File: src/rtl/edgebank_pkg.sv
package edgebank_pkg;

  // Register-port address map (shared by the write decoder and the read mux)
  localparam int ADR_SELECT    = 'h00;
  localparam int ADR_MODE      = 'h01;
  localparam int ADR_MASK      = 'h02;
  localparam int ADR_CTRL_BASE = 'h10;
  localparam int ADR_MASK_BASE = 'h20;

  typedef enum logic [1:0] {
    EM_RISE = 2'd0,
    EM_FALL = 2'd1,
    EM_BOTH = 2'd2
  } edge_mode_e;

endpackage

File: src/rtl/edgebank_cfg.sv
module edgebank_cfg
  import edgebank_pkg::*;
#(
  parameter int N_DET  = 256,
  parameter int DATA_W = 32,
  parameter int ADDR_W = 6,
  localparam int IDX_W = (N_DET > 1) ? $clog2(N_DET) : 1
) (
  input  logic                 clk,
  input  logic                 rst,
  input  logic                 wr_en,
  input  logic [ADDR_W-1:0]    wr_addr,
  input  logic [DATA_W-1:0]    wr_data,
  output logic [IDX_W-1:0]     sel_idx,
  output logic [2*N_DET-1:0]   mode_vec,
  output logic [N_DET-1:0]     mask_vec
);

  logic [IDX_W-1:0]   sel_q;
  logic [2*N_DET-1:0] mode_q;
  logic [N_DET-1:0]   mask_q;

  logic hit_sel, hit_mode, hit_mask;
  logic mode_ok, mask_ok;

  assign hit_sel  = wr_en && (wr_addr == ADDR_W'(ADR_SELECT));
  assign hit_mode = wr_en && (wr_addr == ADDR_W'(ADR_MODE));
  assign hit_mask = wr_en && (wr_addr == ADDR_W'(ADR_MASK));
  assign mode_ok  = (wr_data <= DATA_W'(EM_BOTH));
  assign mask_ok  = (wr_data <= DATA_W'(1));

  always_ff @(posedge clk) begin
    if (rst) begin
      sel_q  <= '0;
      mode_q <= '0;
      mask_q <= '0;
    end else begin
      if (hit_sel)
        sel_q <= wr_data[IDX_W-1:0];
      if (hit_mode && mode_ok)
        mode_q[{sel_q, 1'b0} +: 2] <= wr_data[1:0];
      if (hit_mask && mask_ok)
        mask_q[sel_q] <= wr_data[0];
    end
  end

  assign sel_idx  = sel_q;
  assign mode_vec = mode_q;
  assign mask_vec = mask_q;

  AST_BAD_MODE_HOLD: assert property (@(posedge clk) disable iff (rst)
    (hit_mode && (wr_data > DATA_W'(2))) |=> $stable(mode_q));

  AST_BAD_MASK_HOLD: assert property (@(posedge clk) disable iff (rst)
    (hit_mask && (wr_data > DATA_W'(1))) |=> $stable(mask_q));

  AST_MASK_WRITE_LANDS: assert property (@(posedge clk) disable iff (rst)
    (hit_mask && (wr_data <= DATA_W'(1)) && !hit_sel) |=>
      $countones(mask_q ^ $past(mask_q)) <= 1);

endmodule

File: src/rtl/edgebank_detect.sv
module edgebank_detect
  import edgebank_pkg::*;
#(
  parameter int N_DET = 256
) (
  input  logic               clk,
  input  logic               rst,
  input  logic [N_DET-1:0]   sig_in,
  input  logic [2*N_DET-1:0] mode_vec,
  input  logic [N_DET-1:0]   mask_vec,
  output logic [N_DET-1:0]   evt_vec,
  output logic               evt_any
);

  logic [N_DET-1:0] prev_q;
  logic             warm_q;
  logic [N_DET-1:0] evt_nxt;
  logic [N_DET-1:0] evt_q;
  logic             any_q;

  for (genvar g = 0; g < N_DET; g++) begin : g_det
    logic rise_w, fall_w, match_w;
    assign rise_w = sig_in[g] & ~prev_q[g];
    assign fall_w = ~sig_in[g] & prev_q[g];
    always_comb begin
      case (edge_mode_e'(mode_vec[2*g +: 2]))
        EM_RISE: match_w = rise_w;
        EM_FALL: match_w = fall_w;
        EM_BOTH: match_w = rise_w | fall_w;
        default: match_w = 1'b0;
      endcase
    end
    assign evt_nxt[g] = warm_q & ~mask_vec[g] & match_w;
  end

  always_ff @(posedge clk) begin
    if (rst) begin
      prev_q <= '0;
      warm_q <= 1'b0;
      evt_q  <= '0;
      any_q  <= 1'b0;
    end else begin
      prev_q <= sig_in;
      warm_q <= 1'b1;
      evt_q  <= evt_nxt;
      any_q  <= |evt_nxt;
    end
  end

  assign evt_vec = evt_q;
  assign evt_any = any_q;

  AST_MASKED_QUIET: assert property (@(posedge clk) disable iff (rst)
    (evt_q & $past(mask_vec)) == '0);

  AST_WARMUP_QUIET: assert property (@(posedge clk) disable iff (rst)
    !warm_q |=> (evt_q == '0));

  AST_EVT_NEEDS_CHANGE: assert property (@(posedge clk) disable iff (rst)
    (evt_q & ~($past(sig_in) ^ $past(prev_q))) == '0);

endmodule

File: src/rtl/edgebank_readback.sv
module edgebank_readback
  import edgebank_pkg::*;
#(
  parameter int N_DET  = 256,
  parameter int DATA_W = 32,
  parameter int ADDR_W = 6,
  localparam int IDX_W   = (N_DET > 1) ? $clog2(N_DET) : 1,
  localparam int N_CWORD = (2 * N_DET) / DATA_W,
  localparam int N_MWORD = N_DET / DATA_W
) (
  input  logic               clk,
  input  logic               rst,
  input  logic [ADDR_W-1:0]  rd_addr,
  input  logic [IDX_W-1:0]   sel_idx,
  input  logic [2*N_DET-1:0] mode_vec,
  input  logic [N_DET-1:0]   mask_vec,
  output logic [DATA_W-1:0]  rd_data
);

  logic [DATA_W-1:0] cword [N_CWORD];
  logic [DATA_W-1:0] mword [N_MWORD];
  logic [DATA_W-1:0] rd_nxt;
  logic [DATA_W-1:0] rd_q;

  for (genvar w = 0; w < N_CWORD; w++) begin : g_cw
    assign cword[w] = mode_vec[w*DATA_W +: DATA_W];
  end
  for (genvar w = 0; w < N_MWORD; w++) begin : g_mw
    assign mword[w] = mask_vec[w*DATA_W +: DATA_W];
  end

  always_comb begin
    rd_nxt = '0;
    if (rd_addr == ADDR_W'(ADR_SELECT))
      rd_nxt = {{(DATA_W-IDX_W){1'b0}}, sel_idx};
    for (int w = 0; w < N_CWORD; w++)
      if (rd_addr == ADDR_W'(ADR_CTRL_BASE + w)) rd_nxt = cword[w];
    for (int w = 0; w < N_MWORD; w++)
      if (rd_addr == ADDR_W'(ADR_MASK_BASE + w)) rd_nxt = mword[w];
  end

  always_ff @(posedge clk) begin
    if (rst) rd_q <= '0;
    else     rd_q <= rd_nxt;
  end

  assign rd_data = rd_q;

  AST_UNMAPPED_ZERO: assert property (@(posedge clk) disable iff (rst)
    (rd_addr >= ADDR_W'(ADR_MASK_BASE + N_MWORD)) |=> (rd_q == '0));

endmodule

File: src/rtl/pin_edge_monitor.sv
module pin_edge_monitor #(
  parameter int N_DET  = 256,
  parameter int DATA_W = 32,
  parameter int ADDR_W = 6
) (
  input  logic               clk,
  input  logic               rst,
  input  logic               wr_en,
  input  logic [ADDR_W-1:0]  wr_addr,
  input  logic [DATA_W-1:0]  wr_data,
  input  logic [ADDR_W-1:0]  rd_addr,
  output logic [DATA_W-1:0]  rd_data,
  input  logic [N_DET-1:0]   sig_in,
  output logic [N_DET-1:0]   evt_vec,
  output logic               evt_any
);

  localparam int IDX_W = (N_DET > 1) ? $clog2(N_DET) : 1;

  logic [IDX_W-1:0]   sel_idx;
  logic [2*N_DET-1:0] mode_vec;
  logic [N_DET-1:0]   mask_vec;

  edgebank_cfg #(.N_DET(N_DET), .DATA_W(DATA_W), .ADDR_W(ADDR_W)) u_cfg (
    .clk      (clk),
    .rst      (rst),
    .wr_en    (wr_en),
    .wr_addr  (wr_addr),
    .wr_data  (wr_data),
    .sel_idx  (sel_idx),
    .mode_vec (mode_vec),
    .mask_vec (mask_vec)
  );

  edgebank_detect #(.N_DET(N_DET)) u_det (
    .clk      (clk),
    .rst      (rst),
    .sig_in   (sig_in),
    .mode_vec (mode_vec),
    .mask_vec (mask_vec),
    .evt_vec  (evt_vec),
    .evt_any  (evt_any)
  );

  edgebank_readback #(.N_DET(N_DET), .DATA_W(DATA_W), .ADDR_W(ADDR_W)) u_rb (
    .clk      (clk),
    .rst      (rst),
    .rd_addr  (rd_addr),
    .sel_idx  (sel_idx),
    .mode_vec (mode_vec),
    .mask_vec (mask_vec),
    .rd_data  (rd_data)
  );

  AST_ANY_TRACKS: assert property (@(posedge clk) disable iff (rst)
    evt_any == (|evt_vec));

endmodule

File: config.mk
export PLATFORM = sky130hd
export DESIGN_NAME = pin_edge_monitor
export DESIGN_NICKNAME = d
export VERILOG_FILES = /design/src/rtl/edgebank_pkg.sv /design/src/rtl/edgebank_cfg.sv /design/src/rtl/edgebank_detect.sv /design/src/rtl/edgebank_readback.sv /design/src/rtl/pin_edge_monitor.sv
export SDC_FILE = /design/constraint.sdc
export NUM_CORES = 2
export LEC_CHECK = 0
export BUFFER_PORTS_ARGS = -buffer_cell sky130_fd_sc_hd__buf_2
export CAP_MARGIN = 10
export CELL_PAD_IN_SITES_DETAIL_PLACEMENT = 1
export CELL_PAD_IN_SITES_GLOBAL_PLACEMENT = 2
export CORE_MARGIN = 1.5
export CORE_UTILIZATION = 36
export DETAILED_ROUTE_END_ITERATION = 12
export PLACE_DENSITY = 0.89
export SKIP_CTS_REPAIR_TIMING = 1
export SYNTH_ARGS = -nofsm -noshare
export SYNTH_HDL_FRONTEND = slang
export SYNTH_SLANG_ARGS = --single-unit
export TNS_END_PERCENT = 1
File: constraint.sdc
create_clock -name clk -period 6.75 [get_ports clk]
set_clock_uncertainty 0.05 [all_clocks]
set_input_delay 1.0125 -clock clk [delete_from_list [all_inputs] [get_ports clk]]
set_output_delay 1.0125 -clock clk [all_outputs]
set_load 0.005 [all_outputs]
==> summary.md <==
| Metric | Value |
|---|---|
| Status | `finished, violations left` |
| Failing checks | `slew limit` |
| Worst-Margin Slew | `1520 ps` |
| CP cell instances | `inv_1 -> ha_1 -> xnor2_1 -> nand2_1 -> nor2_2 -> buf_4 -> nand2_1 -> nor2_1 -> buf_4 -> mux2i_1 -> nor2_1` |
| CTS clk-pin slew, worst paths | `60 ps` |
| First-pass GRT wire length | `565 mm` |
| Most frequent cells in the layout | `dfxtp_1 (1321), nor2_1 (1179), inv_1 (778)` |
| Max Used Layer | `met5` |
| R2r endpoint | `u_cfg.mode_vec[338]$_SDFFE_PP0P_` |
| Fmax | `178 MHz` |
| CTS tree | `built` |
| DRT iter0 DRCs | `9846` |
| Nets | `9535` |
| Worst vdd ir | `0.192 mV` |
| Total gr overflow | `0` |
| Synth Flop Type | `dfxtp_1` |
| Worst Path Required | `7490 ps` |
| Metal1 wirelength | `168 mm` |
| Critical Path AT | `6340 ps` |
| Syn Area/Cell | `8.31 um2` |
| Hold Vio Cnt, Final | `0` |
| Share of cells above drive strength 1 | `14.5%` |
| Cells after DPL | `11048` |
| Critical Path Start Type | `register` |
| Initial Utilization | `36.4%` |
| Clock Path Buffers | `3` |
| Synthesis-stage register bit count | `1322` |
| HP Class | `input port to register` |
| Pins Over Slew Limit | `2` |
| Routed wire length on met3 | `50.3 mm` |
| Drt drc | `0` |
| Cts bufs inserted | `158` |
| Period minus WS final | `5600 ps` |
| Worst hold start | `sig_in[255]` |
| Worst-path fanout max | `25` |
| Pre-antenna DRT Iters | `8` |
| Synth Instances | `8252` |
| Tcrit/Tclk final | `83.0%` |
| Hold depth | `3` |
| RSZ-0062 raised after global routing | `no` |
| R2r worst-path depth | `11` |
| Leak | `34.5 nW` |
| Layout Area Growth over Synthesis | `17.2%` |
| Sequential share of the synthesized area | `38.6%` |
| Final WL | `424 mm` |
| Max cap viols | `0` |
| Met2 routed WL | `171 mm` |
| Largest net degree at the start of global routing | `170` |
| Critical Setup Path Class | `register to register` |
| Final setup TNS | `0 ps` |
| Reg2Reg Setup Slack | `1150 ps` |
| Rows | `159` |
| I/O pins | `592` |
| Worst setup EP type | `register` |
| Asr flop ratio synth | `0%` |
| CP max stage cell | `xnor2_1` |
| Clock Tree Root | `clkbuf_16` |
| Final Setup Violations | `0` |
| Vias | `70351` |
| Final antenna-violating net count | `0` |
| Global-route usage over all layers | `42.5%` |
| Synth Net Count | `9071` |
| Clk Latency, worst-skew pair | `890 ps` |
| Reg2reg start | `u_cfg.sel_idx[0]$_SDFFE_PP0P_` |
| Post-synth EDFFs | `0` |
| Max incr delay on CP | `980 ps` |
| Crit path max-delay family | `simple AND/OR/NAND/NOR gates` |
| Fin util | `42.6%` |
| Leading cell type in the layout, fill and taps excluded | `dfxtp_1` |
| Unique cell type count in the Yosys netlist | `87` |
| Mapped Area | `68500 um2` |
| Vias in the first global route | `68148` |
| GP Congestion | `1.10` |
| CTS sink count | `1322` |
| I/O Buffers | `591` |
| Vias/cell | `6.18` |
| H-tree lvl count | `4` |
| Syn. warnings | `0` |
| Slew Limit Headroom | `-1.47%` |
| Final Power | `18.9 mW` |
| Pwr Density | `235 nW/um2` |
| HPWL after detailed placement | `319 mm` |
| Die Wd | `439 um` |
| Die area | `193000 um2` |
| Routed WL per cell | `37.3 um` |
| Die Height | `439 um` |
| Fin cells | `11383` |
| Worst hold endpoint | `u_det.prev_q[255]$_SDFF_PP0_` |
| CORE AREA | `188000 um2` |
| Critical path buffers and inverters | `3` |
| Initial antenna violation count | `80` |
## area by class of cell
cell class / instances / area, um2
sequential: 1322 / 26500
timing repair buffer: 814 / 4750
fill: 22221 / 108000
tap: 2495 / 3120
multi-input combinational: 5640 / 37500
antenna: 45 / 113
clock inverter: 63 / 870
clock buffer: 224 / 4570
inverter: 780 / 2930
## cell usage after synthesis, types with 14 or more instances
| cell | instances | area share [%] |
|---|---|---|
| nor2b_1 | 140 | 1.3 |
| nor3_1 | 180 | 1.3 |
| dfxtp_1 | 1322 | 39 |
| ha_1 | 516 | 9.4 |
| buf_1 | 47 | 0.26 |
| mux4_2 | 14 | 0.46 |
| a222oi_1 | 14 | 0.20 |
| a211o_1 | 133 | 1.7 |
| buf_2 | 72 | 0.53 |
| o21ai_0 | 506 | 3.7 |
| inv_1 | 780 | 4.3 |
| nand2_1 | 341 | 1.9 |
| o2bb2ai_1 | 15 | 0.19 |
| nand2b_1 | 271 | 2.5 |
| clkbuf_1 | 377 | 2.1 |
| o22ai_1 | 57 | 0.52 |
| a211oi_1 | 19 | 0.21 |
| a21oi_1 | 623 | 4.5 |
| nor3_2 | 32 | 0.47 |
| nand3_1 | 324 | 2.4 |
| a221oi_1 | 26 | 0.33 |
| nand4_1 | 61 | 0.56 |
| a31oi_1 | 25 | 0.23 |
| nor2_1 | 1197 | 6.6 |
| a22oi_1 | 106 | 1.2 |
| o221ai_1 | 32 | 0.41 |
| nor4_1 | 30 | 0.27 |
| mux2i_1 | 700 | 10 |
| or3_1 | 40 | 0.37 |
| mux2_2 | 48 | 0.79 |
| and3_1 | 20 | 0.18 |
## tightest hold or removal path: stages
cell    delay, ps
buf_2          90
inv_1          50
nor2_1         90
## sequential cells by signal, summed over array words and instances, names as in the netlist
| signal | count |
|---|---|
| u_cfg.mask_vec | 256 |
| u_det.evt_any | 1 |
| u_det.prev_q | 256 |
| u_cfg.sel_idx | 8 |
| u_det.warm_q | 1 |
| u_det.evt_vec | 256 |
| u_cfg.mode_vec | 512 |
| u_rb.rd_data | 32 |
## worst max-delay path by stage
stage                     cells after the start                          endpoint  slack (ps)                          start
after floorplan                              10  u_cfg.mode_vec[142]$_SDFFE_PP0P_        3420                     wr_addr[2]
final                                        11  u_cfg.mode_vec[338]$_SDFFE_PP0P_        1150  u_cfg.sel_idx[0]$_SDFFE_PP0P_
after CTS                                    11  u_cfg.mode_vec[338]$_SDFFE_PP0P_        1860  u_cfg.sel_idx[0]$_SDFFE_PP0P_
after global placement                        8        u_rb.rd_data[9]$_SDFF_PP0_        1600                     rd_addr[0]
after global routing                         11  u_cfg.mode_vec[338]$_SDFFE_PP0P_        1230  u_cfg.sel_idx[0]$_SDFFE_PP0P_
after detailed placement                     10       u_rb.rd_data[31]$_SDFF_PP0_        1500                     rd_addr[2]
## report_power, final
part	total (mW)	switching, mW	internal (mW)
Clock	9.18	3.88	5.30
Combinational	1.67	1.15	0.517
Sequential	8.03	0.0794	7.95
## per-stage QoR
step / setup WS, ps / hold WS, ps / cell area (um2)
after floorplan: 3420 / 378 / 68500
final: 1150 / 348 / 80300
after detailed placement: 1500 / 449 / 74800
after global routing: 1230 / 362 / 80200
after global placement: 1600 / 429 / 74700
after CTS: 1860 / 320 / 80200
## kinds of logic after synthesis
logic type | share of synthesized area (%)
fa+ha+maj | 9.42
buf+inv | 7.28
compound gates | 14.5
mux | 11.5
flops | 38.6
simple gates | 18.7
xor+xnor | 0.102
## metal layers
layer	up-vias	GRT usage [%]
met5	-	0
met4	40	30.4
met3	1251	13.9
met2	4760	59.8
met1	35253	54.3
li1	29047	-
(Power assumes the default switching activity.)
